[config.mk]
export PLATFORM = sky130hd
export DESIGN_NAME = barrier_sync_apb
export DESIGN_NICKNAME = d
export VERILOG_FILES = /design/src/rtl/barrier_pkg.sv /design/src/rtl/barrier_apb_decode.sv /design/src/rtl/barrier_level_reg.sv /design/src/rtl/barrier_arrival_ctr.sv /design/src/rtl/barrier_sync_apb.sv
export SDC_FILE = /design/constraint.sdc
export NUM_CORES = 1
export LEC_CHECK = 0
export ABC_CLOCK_PERIOD_IN_PS = 7800
export BUFFER_PORTS_ARGS = -buffer_cell sky130_fd_sc_hd__buf_4
export CAP_MARGIN = 40
export CORE_MARGIN = 3
export CORE_UTILIZATION = 60
export DETAILED_ROUTE_END_ITERATION = 16
export GPL_ROUTABILITY_DRIVEN = 0
export PLACE_DENSITY = 0.85
export SLEW_MARGIN = 20
export SYNTH_ARGS = -nofsm -noshare
export SYNTH_HDL_FRONTEND = slang
export SYNTH_SLANG_ARGS = --single-unit
[constraint.sdc]
create_clock -name clk -period 7.8 [get_ports clk]
set_input_delay 1.17 -clock clk [delete_from_list [all_inputs] [get_ports clk]]
set_output_delay 1.17 -clock clk [all_outputs]
set_load 0.05 [all_outputs]
[src/rtl/barrier_pkg.sv]
// Shared constants and types for the barrier counter.
// Assumes byte addressing, with registers on 32-bit word offsets.
package barrier_pkg;

    localparam int unsigned OFS_COUNT  = 32'h0;
    localparam int unsigned OFS_ARRIVE = 32'h8;
    localparam int unsigned OFS_LEVEL  = 32'hC;

    typedef enum logic [1:0] {
        RSEL_NONE   = 2'd0,
        RSEL_COUNT  = 2'd1,
        RSEL_LEVEL  = 2'd2
    } rsel_e;

endpackage

[src/rtl/barrier_apb_decode.sv]
// APB address decoder for the barrier counter.
// Turns an APB transfer into one-cycle write strobes, which fire in the
// access phase only, and into a read selector for the data mux.
// Assumes PREADY is held high, so every access phase lasts one cycle.
module barrier_apb_decode
    import barrier_pkg::*;
#(
    parameter int ADDR_W = 12
) (
    input  logic              psel,
    input  logic              penable,
    input  logic              pwrite,
    input  logic [ADDR_W-1:0] paddr,
    output logic              arrive_we,
    output logic              level_we,
    output rsel_e             rd_sel
);

    localparam logic [ADDR_W-1:0] A_COUNT  = ADDR_W'(OFS_COUNT);
    localparam logic [ADDR_W-1:0] A_ARRIVE = ADDR_W'(OFS_ARRIVE);
    localparam logic [ADDR_W-1:0] A_LEVEL  = ADDR_W'(OFS_LEVEL);

    logic access_wr;

    // Write strobes: qualified by select, enable and direction.
    always_comb begin
        access_wr = psel && penable && pwrite;
        arrive_we = access_wr && (paddr == A_ARRIVE);
        level_we  = access_wr && (paddr == A_LEVEL);
    end

    // Read selector: which register drives the read data.
    always_comb begin
        if (paddr == A_COUNT)      rd_sel = RSEL_COUNT;
        else if (paddr == A_LEVEL) rd_sel = RSEL_LEVEL;
        else                       rd_sel = RSEL_NONE;
    end

endmodule

[src/rtl/barrier_level_reg.sv]
// Target level register.
// Holds the programmed level and derives the effective level used by the
// comparator, where a stored zero counts as one.
module barrier_level_reg #(
    parameter int              DATA_W      = 32,
    parameter logic [DATA_W-1:0] LEVEL_RESET = 4
) (
    input  logic              clk,
    input  logic              rst_n,
    input  logic              level_we,
    input  logic [DATA_W-1:0] wdata,
    output logic [DATA_W-1:0] level,
    output logic [DATA_W-1:0] eff_level
);

    // Level storage: reset default, loaded on a level write.
    always_ff @(posedge clk) begin
        if (!rst_n)        level <= LEVEL_RESET;
        else if (level_we) level <= wdata;
    end

    // Effective level: zero is raised to one.
    always_comb begin
        eff_level = (level == '0) ? DATA_W'(1) : level;
    end

    // The stored level follows the write data, and only on a level write.
    p_level_load_r5: assert property (@(posedge clk) disable iff (!rst_n)
        level_we |=> level == $past(wdata));
    p_level_hold_r5: assert property (@(posedge clk) disable iff (!rst_n)
        !level_we |=> $stable(level));

endmodule

[src/rtl/barrier_arrival_ctr.sv]
// Arrival counter and wake generator.
// Counts arrival strobes. When the incremented value equals the effective
// level, it clears the count and raises wake for one cycle. A level write
// clears the count. Assumes arrive and clear are never high together.
module barrier_arrival_ctr #(
    parameter int DATA_W = 32
) (
    input  logic              clk,
    input  logic              rst_n,
    input  logic              arrive,
    input  logic              clear,
    input  logic [DATA_W-1:0] eff_level,
    output logic [DATA_W-1:0] count,
    output logic              wake
);

    logic [DATA_W-1:0] count_inc;
    logic              hit;

    // Compare the post-increment value with the level.
    always_comb begin
        count_inc = count + DATA_W'(1);
        hit       = arrive && (count_inc == eff_level);
    end

    // Count update: clear on a hit or a level write, step on an arrival.
    always_ff @(posedge clk) begin
        if (!rst_n)             count <= '0;
        else if (clear || hit)  count <= '0;
        else if (arrive)        count <= count_inc;
    end

    // Wake flop: one cycle high, in the cycle after the completing arrival.
    always_ff @(posedge clk) begin
        if (!rst_n) wake <= 1'b0;
        else        wake <= hit;
    end

    p_step_r2: assert property (@(posedge clk) disable iff (!rst_n)
        (arrive && !hit) |=> count == $past(count) + DATA_W'(1));
    p_clear_wake_r3: assert property (@(posedge clk) disable iff (!rst_n)
        hit |=> (count == '0) && wake);
    p_single_r4: assert property (@(posedge clk) disable iff (!rst_n)
        wake |=> !wake);
    p_level_clear_r6: assert property (@(posedge clk) disable iff (!rst_n)
        clear |=> (count == '0) && !wake);
    p_level_one_r7: assert property (@(posedge clk) disable iff (!rst_n)
        (arrive && eff_level == DATA_W'(1)) |=> wake && count == '0);
    p_idle_hold_r8: assert property (@(posedge clk) disable iff (!rst_n)
        (!arrive && !clear) |=> $stable(count) && !wake);

endmodule

[src/rtl/barrier_sync_apb.sv]
// APB3 barrier counter, top level.
// Connects the decoder, the level register and the arrival counter, and
// drives the read mux. Transfers never stall and never report an error.
module barrier_sync_apb
    import barrier_pkg::*;
#(
    parameter int ADDR_W      = 12,
    parameter int DATA_W      = 32,
    parameter int LEVEL_RESET = 4
) (
    input  logic              clk,
    input  logic              rst_n,
    input  logic              psel,
    input  logic              penable,
    input  logic              pwrite,
    input  logic [ADDR_W-1:0] paddr,
    input  logic [DATA_W-1:0] pwdata,
    output logic [DATA_W-1:0] prdata,
    output logic              pready,
    output logic              pslverr,
    output logic              wake
);

    logic              arrive_we;
    logic              level_we;
    rsel_e             rd_sel;
    logic [DATA_W-1:0] level;
    logic [DATA_W-1:0] eff_level;
    logic [DATA_W-1:0] count;

    barrier_apb_decode #(.ADDR_W(ADDR_W)) u_decode (
        .psel      (psel),
        .penable   (penable),
        .pwrite    (pwrite),
        .paddr     (paddr),
        .arrive_we (arrive_we),
        .level_we  (level_we),
        .rd_sel    (rd_sel)
    );

    barrier_level_reg #(
        .DATA_W      (DATA_W),
        .LEVEL_RESET (DATA_W'(LEVEL_RESET))
    ) u_level (
        .clk       (clk),
        .rst_n     (rst_n),
        .level_we  (level_we),
        .wdata     (pwdata),
        .level     (level),
        .eff_level (eff_level)
    );

    barrier_arrival_ctr #(.DATA_W(DATA_W)) u_ctr (
        .clk       (clk),
        .rst_n     (rst_n),
        .arrive    (arrive_we),
        .clear     (level_we),
        .eff_level (eff_level),
        .count     (count),
        .wake      (wake)
    );

    // Read mux: the count, the level, or zero.
    always_comb begin
        case (rd_sel)
            RSEL_COUNT: prdata = count;
            RSEL_LEVEL: prdata = level;
            default:    prdata = '0;
        endcase
    end

    // Handshake: zero wait states, no error response.
    always_comb begin
        pready  = 1'b1;
        pslverr = 1'b0;
    end

    p_handshake_r10: assert property (@(posedge clk) disable iff (!rst_n)
        pready && !pslverr);
    p_unmapped_r11: assert property (@(posedge clk) disable iff (!rst_n)
        (rd_sel == RSEL_NONE) |-> prdata == '0);

endmodule

==> results of run 1 <==
[cell usage after synthesis, drive strengths merged, types with 2 or more instances]
cell and n:
a2111oi 4, a21oi 35, a22o 32, a311oi 2
a31o 3, a31oi 3, and2 6, and3 8
and4 8, buf 28, clkbuf 23, conb 2
dfxtp 65, inv 6, nand2 91, nand3 22
nand4 28, nor2 27, nor2b 2, nor3 50
nor4 21, nor4b 3, o211ai 5, o21ai 3
o22ai 2, o32a 2, or3 2, or4 3
xnor2 57, xor2 22
[placed cells by master, fill, tap and decap left out, types with 2 or more instances in the layout]
master                      netlist  routed
sky130_fd_sc_hd__and3_1           7       7
sky130_fd_sc_hd__o32a_1           2       2
sky130_fd_sc_hd__o21ai_0          3       3
sky130_fd_sc_hd__buf_4           10      85
sky130_fd_sc_hd__xnor2_1         57      57
sky130_fd_sc_hd__nor4_1          17      17
sky130_fd_sc_hd__o211ai_1         5       5
sky130_fd_sc_hd__nand4_2          2       2
sky130_fd_sc_hd__nor4_2           2       2
sky130_fd_sc_hd__a21oi_1         35      35
sky130_fd_sc_hd__nor2_1          24      24
sky130_fd_sc_hd__inv_6            0       2
sky130_fd_sc_hd__and4_1           7       7
sky130_fd_sc_hd__nor3_1          20      19
sky130_fd_sc_hd__a22o_1          32      32
sky130_fd_sc_hd__conb_1           2       2
sky130_fd_sc_hd__clkbuf_8         0       9
sky130_fd_sc_hd__clkinv_2         0       2
sky130_fd_sc_hd__nand3_1         20      20
sky130_fd_sc_hd__buf_8            0       2
sky130_fd_sc_hd__and2_1           5       5
sky130_fd_sc_hd__dfxtp_1         65      65
sky130_fd_sc_hd__a2111oi_0        3       3
sky130_fd_sc_hd__a31o_2           3       3
sky130_fd_sc_hd__xor2_1          22      22
sky130_fd_sc_hd__a311oi_1         2       2
sky130_fd_sc_hd__nor4_4           2       2
sky130_fd_sc_hd__nor2b_1          2       2
sky130_fd_sc_hd__inv_1            6       6
sky130_fd_sc_hd__a31oi_1          3       3
sky130_fd_sc_hd__nor3_2          30      31
sky130_fd_sc_hd__nor2_2           3       3
sky130_fd_sc_hd__or4_1            2       2
sky130_fd_sc_hd__nor4b_1          2       2
sky130_fd_sc_hd__or3_1            2       2
sky130_fd_sc_hd__nand4_1         25      25
sky130_fd_sc_hd__nand2_1         90      90
[layout make-up]
type	instances	area share [%]
Multi-Input combinational cell	458	56.77
Sequential cell	65	23.83
Timing Repair Buffer	90	13.04
Clock buffer	9	2.268
Tap cell	99	2.268
Clock inverter	7	1.420
Inverter	6	0.4124
[stage by stage]
| step | hold slack, ns | instance area, µm² | instances | total power (µW) |
|---|---|---|---|---|
| after floorplan | 0.4541 | 4722 | 580 | 349.4 |
| after global placement | 0.4694 | 5186 | 713 | 369.4 |
| after detailed placement | 0.4879 | 5260 | 718 | 371.0 |
| after CTS | 0.4968 | 5461 | 734 | 669.3 |
| after global routing | 0.5125 | 5461 | 734 | 687.8 |
| final | 0.4969 | 5461 | 734 | 670.2 |
[worst reg2reg max path, stage by stage (launching register included)]
cell and delay, ns:
sky130_fd_sc_hd__dfxtp_1 0.49, sky130_fd_sc_hd__ha_1 0.31, sky130_fd_sc_hd__nand3_2 0.29, sky130_fd_sc_hd__nor4_4 0.46
sky130_fd_sc_hd__o22ai_2 0.18, sky130_fd_sc_hd__nor4b_2 0.29, sky130_fd_sc_hd__or4b_4 0.51, sky130_fd_sc_hd__nor4_4 0.54
sky130_fd_sc_hd__buf_6 0.24, sky130_fd_sc_hd__buf_4 0.34, sky130_fd_sc_hd__nor3_1 0.11
[flip-flops by register name (all words and copies together), names as in the netlist]
name           count
u_level.level     32
u_ctr.count       32
u_ctr.wake         1
[worst paths after layout]
kind                      end  slack (ns)  depth (start not counted)
max            u_ctr.count[7]        3.47                         10
min          u_level.level[0]        0.50                          2
max reg2reg    u_ctr.count[7]        3.91                         10
min reg2reg  u_level.level[0]        0.50                          2
[routing by layer]
layer	GRT usage (%)	vias up	wire [µm]
li1	-	2190	-
met1	43.93	2187	5706
met2	48.27	369	6319
met3	7.171	94	1551
met4	15.87	0	646
met5	0	-	0
[where the power goes]
part           total, µW  internal (µW)  switching (µW)
Sequential           331            331         0.00881
Clock                307            151             155
Combinational       32.0           17.1            14.9
Total                670            500             170
[cell families after synthesis]
group                    share of synthesized area (%)
other                                           0.1590
AND/OR/NAND/NOR                                  35.45
adder cells (fa/ha/maj)                         0.2649
AO/OA/AOI/OAI                                    14.81
XOR/XNOR                                         14.65
flip-flops                                       27.56
multiplexers                                    0.2120
buffers and inverters                            6.889
==> metrics.md, run 1 <==
| Metric | Value |
|---|---|
| Area share of the leading cell type in the synthesized netlist | `between 20% and 30%` |
| Total buffers and inverters traversed by the critical path | `3` |
| Buffer type at the clock tree root | `sky130_fd_sc_hd__clkbuf_8` |
| Final net count | `about 700` |
| Detailed-routing iteration count for the pre-antenna-repair pass | `5` |
| Final count of negative-setup-slack endpoints | `0` |
| Reg-to-Reg Start | `u_ctr.count[0]` |
| Run status | `finished, final reports clean` |
| DR vias | `4840` |
| First-pass GRT wire length | `approximately 22000 µm` |
| Worst-margin pin slew | `0.8366 ns` |
| Max-cap violations | `0` |
| WP data required | `between 8 and 9 ns` |
| Final antenna diode count | `0` |
| Layout cells sized above 1 | `25.67%` |
| Power density of the placed cells | `approximately 120 nW/µm²` |
| Number of port buffers | `81` |
| Seq/Total Area, Yosys | `roughly 28%` |
| Relative slew slack | `a little over two fifths` |
| Later-pin clock latency in the skew report | `~0.37 ns` |
| Post-synthesis instance area | `~4700 µm²` |
| Worst setup path startpoint | `paddr[7]` |
| RSZ-0062 raised after global routing | `false` |
| IR drop worst, VDD | `between 0.1 and 0.15 mV` |
| Remaining routing DRC violations | `0` |
| Largest delay contributor family on the critical path | `simple AND/OR/NAND/NOR gates` |
| Number of rows in the core area | `31` |
| Storage element area | `roughly 1300 µm²` |
| Pin count of the biggest net entering global routing | `33` |
| Number of CTS-inserted buffers | `9` |
| Min-delay worst type | `reg2reg` |
| Number of gates resized after cts | `0` |
| Final Cycle Share | `between 50 and 60%` |
| Core ar. | `~7400 µm²` |
| I/O pin count | `between 80 and 90` |
| Distinct cells, synth | `between 60 and 70` |
| Initial core utilization | `a little under two thirds` |
| Clock net sink count | `between 60 and 70` |
| Deepest level of the CTS H-tree | `3` |
| Count of warnings emitted by yosys | `0` |
| Number of enable flip-flop cells after synthesis | `0` |
| Detailed-route wire length per cell | `19.38 µm` |
| Clock tree from TritonCTS | `built` |
| Final critical path time including I/O delays and setup | `~4.3 ns` |
| Setup slack after layout | `3.473 ns` |
| Final-layout fill cell count | `602` |
| Mean instance size in the synthesized netlist | `between 8 and 9 µm²` |
| Category of the worst setup path launch point | `input pin` |
| Vias in the first global route | `approximately 4500` |
| CP max stage delay | `0.75 ns` |
| Signed area change from the synthesized netlist to the final layout | `15.66%` |
| Static leakage | `roughly 0.002 µW` |
| Antenna Nets Post-Route | `0` |
| Setup TNS Final | `0 ns` |
| Post-CTS Setup Repair Bufs | `0` |
| Final hold violations | `0` |
| Number of pins with negative max-slew slack in the final report | `0` |
| Top post-synthesis cells by area | `sky130_fd_sc_hd__dfxtp_1 28%, sky130_fd_sc_hd__xnor2_1 11%, sky130_fd_sc_hd__nand2_1 7.2%, sky130_fd_sc_hd__nor3_2 6.4%, sky130_fd_sc_hd__a22o_1 5.9%` |
| Signal arrival time at the worst endpoint | `between 4 and 5 ns` |
| Clock transition at path regs | `0.08 ns` |
| Full die area | `around 9000 µm²` |
| Hold path startpoint | `u_level.level[0]` |
| Library cell with the largest summed area after synthesis | `sky130_fd_sc_hd__dfxtp_1` |
| Net count after synthesis | `630` |
| Critical Path End Type | `register` |
| Average vias per placed instance | `between 6 and 7` |
| Number of register bits inferred by synthesis | `65` |
| Top_reg_cell synth | `sky130_fd_sc_hd__dfxtp_1` |
| Kind of critical path | `in2reg` |
| Core Util, Final | `about three quarters` |
| Biggest fanout along the worst timing path | `21` |
| Total routed wirelength | `14220 µm` |
| Violation count after the first detailed-routing iteration | `~560` |
| Number of instances in the synthesized netlist | `580` |
| Placed wire-length estimate after detailed placement | `10470 µm` |
| Remaining Overflow, GRT | `0` |
| F_max | `231.1 MHz` |
| Cell with the most instances on the worst path | `sky130_fd_sc_hd__buf_4` |
| Die boundary width | `around 95 µm` |
| Max Buffers Root-to-Sink | `2` |
| Global-route usage over all layers | `~32%` |
| Cells traversed along the worst timing path | `buf_4 > nor4_2 > nand4_1 > nor3_2 > nand4b_1 > or4b_4 > nor4_4 > buf_6 > buf_4 > nor3_1` |
| # hold bufs at CTS | `0` |
| Fin Clk Skew | `about 0.015 ns` |
| Synth async-reset ratio | `0%` |
| Initial antenna violation count | `0` |
| Multi-input gate area | `3100 µm²` |
| Chip height | `about 95 µm` |
| Post-placement setup slack | `about 3.3 ns` |
| Cell at the slowest stage of the critical path | `sky130_fd_sc_hd__nor3_2` |
Power figures use the tool's default switching activity.
==> run 2, diff against run 1 <==
--- a/config.mk
+++ b/config.mk
@@ -5,14 +5,15 @@
 export SDC_FILE = /design/constraint.sdc
 export NUM_CORES = 1
 export LEC_CHECK = 0
-export ABC_CLOCK_PERIOD_IN_PS = 7800
+export ABC_AREA = 1
+export ABC_CLOCK_PERIOD_IN_PS = 4400
 export BUFFER_PORTS_ARGS = -buffer_cell sky130_fd_sc_hd__buf_4
 export CAP_MARGIN = 40
 export CORE_MARGIN = 3
-export CORE_UTILIZATION = 60
+export CORE_UTILIZATION = 56
 export DETAILED_ROUTE_END_ITERATION = 16
 export GPL_ROUTABILITY_DRIVEN = 0
-export PLACE_DENSITY = 0.85
+export PLACE_DENSITY = 0.81
 export SLEW_MARGIN = 20
 export SYNTH_ARGS = -nofsm -noshare
 export SYNTH_HDL_FRONTEND = slang
==> constraint.sdc (replaced) <==
create_clock -name clk -period 4.4 [get_ports clk]
set_input_delay 0.66 -clock clk [delete_from_list [all_inputs] [get_ports clk]]
set_output_delay 0.66 -clock clk [all_outputs]
set_load 0.05 [all_outputs]
==> run 2 against run 1 <==
Compared with the run above: largest power group unchanged; setup slack got worse by 1.9 ns; combinational power grew 82%; sequential share of layout area increased by 1.5 points; worst hold slack gained 0.028 ns; largest cell class unchanged.
==> metrics.md, run 2 <==
| Metric | Value |
|---|---|
| Run status | `finished, final reports clean` |
| Deepest level of the CTS H-tree | `3` |
| Clock tree from TritonCTS | `built` |
| Signed area change from the synthesized netlist to the final layout | `17.99%` |
| Final count of negative-setup-slack endpoints | `0` |
| First-pass GRT wire length | `roughly 22000 µm` |
| Cells traversed along the worst timing path | `buf_4 > nor2_1 > nand2_1 > nor2_1 > nand3_1 > buf_4 > o22ai_1 > buf_4` |
| Worst hold slack across all endpoints | `approximately 0.52 ns` |
| Endpoint of the most critical register-to-register path | `u_ctr.count[3]` |
| Largest registers ranked by flip-flop count | `u_ctr.count (32), u_level.level (32), u_ctr.wake (1)` |
| Final-layout fill cell count | `666` |
| Initial core utilization | `between 50% and 60%` |
| Chip height | `94.26 µm` |
| Detailed-route wire length per cell | `~15 µm` |
| Top library cells by usage in the layout, fill and taps aside | `206 x sky130_fd_sc_hd__nand2_1, 89 x sky130_fd_sc_hd__inv_1, 89 x sky130_fd_sc_hd__nor2_1` |
| Later-pin clock latency in the skew report | `between 0.3 and 0.4 ns` |
| Static leakage | `0.002274 µW` |
| Category of the worst setup path launch point | `input pin` |
| Area share of the leading cell type in the synthesized netlist | `between 20% and 30%` |
| CP max stage delay | `about 0.32 ns` |
| DR vias | `approximately 5100` |
| Post-synthesis instance area | `roughly 4400 µm²` |
| CP Capture Point | `prdata[25]` |
| Number of enable flip-flop cells after synthesis | `0` |
| Worst-margin pin slew | `0.5430 ns` |
| Buffer type at the clock tree root | `sky130_fd_sc_hd__clkbuf_8` |
| Clock net sink count | `65` |
| Number of gates resized after cts | `0` |
| Number of CTS-inserted buffers | `9` |
| # hold bufs at CTS | `0` |
| Mean instance size in the synthesized netlist | `5.942 µm²` |
| Signal arrival time at the worst endpoint | `2.15 ns` |
| Max-cap violations | `0` |
| Number of port buffers | `81` |
| Top_reg_cell synth | `sky130_fd_sc_hd__dfxtp_1` |
| Count of warnings emitted by yosys | `0` |
| Reg-to-Reg Start | `u_ctr.count[0]` |
| Pin count of the biggest net entering global routing | `65` |
| Die boundary width | `between 90 and 100 µm` |
| Vias in the first global route | `roughly 4600` |
| Violation count after the first detailed-routing iteration | `between 400 and 500` |
| Average vias per placed instance | `5.580` |
| Remaining Overflow, GRT | `0` |
| Cell with the most instances on the worst path | `sky130_fd_sc_hd__buf_4` |
| Initial antenna violation count | `0` |
| Clock transition at path regs | `around 0.07 ns` |
| Final antenna diode count | `0` |
| Final Cycle Share | `a little under two thirds` |
| Number of pins with negative max-slew slack in the final report | `0` |
| Number of register bits inferred by synthesis | `between 60 and 70` |
| IR drop worst, VDD | `between 0.1 and 0.15 mV` |
| Min-delay worst type | `reg2reg` |
| Final hold violations | `0` |
| Critical Path End Type | `output pin` |
| Most frequent standard cell in the layout excluding fill and tap cells | `sky130_fd_sc_hd__nand2_1` |
| Top cells by instance count after synthesis | `206 x sky130_fd_sc_hd__nand2_1, 89 x sky130_fd_sc_hd__inv_1, 89 x sky130_fd_sc_hd__nor2_1, 65 x sky130_fd_sc_hd__dfxtp_1` |
| Slack of the worst reg-to-reg path | `roughly 1.6 ns` |
| WP data required | `approximately 3.7 ns` |
| Placed wire-length estimate after detailed placement | `10180 µm` |
| Total routed wirelength | `approximately 14000 µm` |
| Synth async-reset ratio | `0%` |
| Final net count | `between 800 and 900` |
| Biggest fanout along the worst timing path | `32` |
| Global-route usage over all layers | `30.96%` |
| Max Buffers Root-to-Sink | `2` |
| Final critical path time including I/O delays and setup | `about 2.8 ns` |
| Power density of the placed cells | `214.2 nW/µm²` |
| Most common cell in the synthesized netlist | `sky130_fd_sc_hd__nand2_1` |
| Core ar. | `about 7400 µm²` |
| RSZ-0062 raised after global routing | `false` |
| Number of rows in the core area | `31` |
| Top post-synthesis cells by area | `sky130_fd_sc_hd__dfxtp_1 30%, sky130_fd_sc_hd__nand2_1 18%, sky130_fd_sc_hd__inv_1 7.7%, sky130_fd_sc_hd__nor2_1 7.7%, sky130_fd_sc_hd__nand3_1 7.2%` |
| Seq/Total Area, Yosys | `between 20% and 30%` |
| Remaining routing DRC violations | `0` |
| Layout cells sized above 1 | `between 10% and 20%` |
| Kind of critical path | `in2out` |
| Antenna Nets Post-Route | `0` |
| Post-CTS Setup Repair Bufs | `0` |
| Number of instances in the synthesized netlist | `between 700 and 800` |
| I/O pin count | `84` |
| Worst setup path startpoint | `paddr[9]` |
| Net count after synthesis | `~780` |
| Detailed-routing iteration count for the pre-antenna-repair pass | `5` |
| Setup TNS Final | `0 ns` |
| Cell at the slowest stage of the critical path | `sky130_fd_sc_hd__nor2_1` |
| Worst reg2reg path depth | `16` |
| Distinct cells, synth | `29` |
| Relative slew slack | `between 60% and 70%` |
| F_max | `~360 MHz` |
| Full die area | `a little under 9000 µm²` |
| Fin Clk Skew | `0.005590 ns` |
| Library cell with the largest summed area after synthesis | `sky130_fd_sc_hd__dfxtp_1` |
==> run 2: cell count changes after synthesis, moves of 30 or more <==
cell | before | now
sky130_fd_sc_hd__xnor2_1 | 57 | 0
sky130_fd_sc_hd__nand2_1 | 90 | 206
sky130_fd_sc_hd__inv_1 | 6 | 89
sky130_fd_sc_hd__o22ai_1 | 1 | 32
sky130_fd_sc_hd__nor2_1 | 24 | 89
sky130_fd_sc_hd__nand3_1 | 20 | 63
sky130_fd_sc_hd__a22o_1 | 32 | 0
sky130_fd_sc_hd__nor3_2 | 30 | 0
sky130_fd_sc_hd__o21ai_0 | 3 | 63
==> run 2: routing by layer <==
metal / part of all wire, % / up-vias / GRT usage, %
li1: - / 2497 / -
met1: 41 / 2266 / 38.67
met2: 47 / 261 / 51.60
met3: 8.5 / 43 / 5.689
met4: 3.0 / 0 / 13.84
met5: 0 / - / 0
==> run 2: report_power, final <==
| group | switching [µW] | internal [µW] | total (µW) |
|---|---|---|---|
| clock | 241 | 215 | 456 |
| combinational | 26.9 | 31.5 | 58.3 |
| sequential | 0.0294 | 588 | 588 |
==> run 2: cells by family (layout without fill, tap and decap cells) <==
family / Yosys count / in the layout / synth area share [%]
adder cells (fa/ha/maj): 1 / 1 / 0.2868
flip-flops: 65 / 65 / 29.83
XOR/XNOR: 7 / 7 / 1.406
AND/OR/NAND/NOR: 408 / 408 / 40.65
other: 2 / 2 / 0.1722
buffers and inverters: 115 / 190 / 11.07
AO/OA/AOI/OAI: 136 / 136 / 16.58
==> run 2: layout make-up <==
type	instances	area, µm²	share of cell area, %
sequential	65	1301	25.29
clock buffer	12	145.1	2.820
timing repair buffer	85	638.1	12.40
clock inverter	3	17.52	0.3404
tap	99	123.9	2.407
multi-input combinational	554	2582	50.18
inverter	90	337.8	6.565
==> run 2: worst min path at each step <==
stage                      start           endpoint  slack (ns)  cells past startpoint
2_1_floorplan   u_level.level[2]   u_level.level[2]        0.47                      2
3_5_place_dp    u_level.level[4]   u_level.level[4]        0.51                      2
4_1_cts        u_level.level[28]  u_level.level[28]        0.52                      2
6_report       u_level.level[29]  u_level.level[29]        0.52                      2
5_1_grt         u_level.level[2]   u_level.level[2]        0.54                      2
3_3_place_gp    u_level.level[4]   u_level.level[4]        0.50                      2
==> run 2: stage by stage <==
step	power (µW)	setup WS (ns)	util, %	cells	cell area (µm²)
floorplan	630.1	1.502	-	734	4362
global placement	658.5	1.660	67.27	893	4984
detailed placement	659.7	1.604	67.27	893	4984
CTS	1099	1.596	69.46	908	5146
global route	1134	1.377	69.46	908	5146
finish	1102	1.587	69.46	908	5146
==> run 2: worst max-delay path: cells and delay by family <==
kind | cells | cell delay, ns
AND/OR/NAND/NOR | 4 | 0.59
buffers and inverters | 3 | 0.63
AO/OA/AOI/OAI | 1 | 0.25
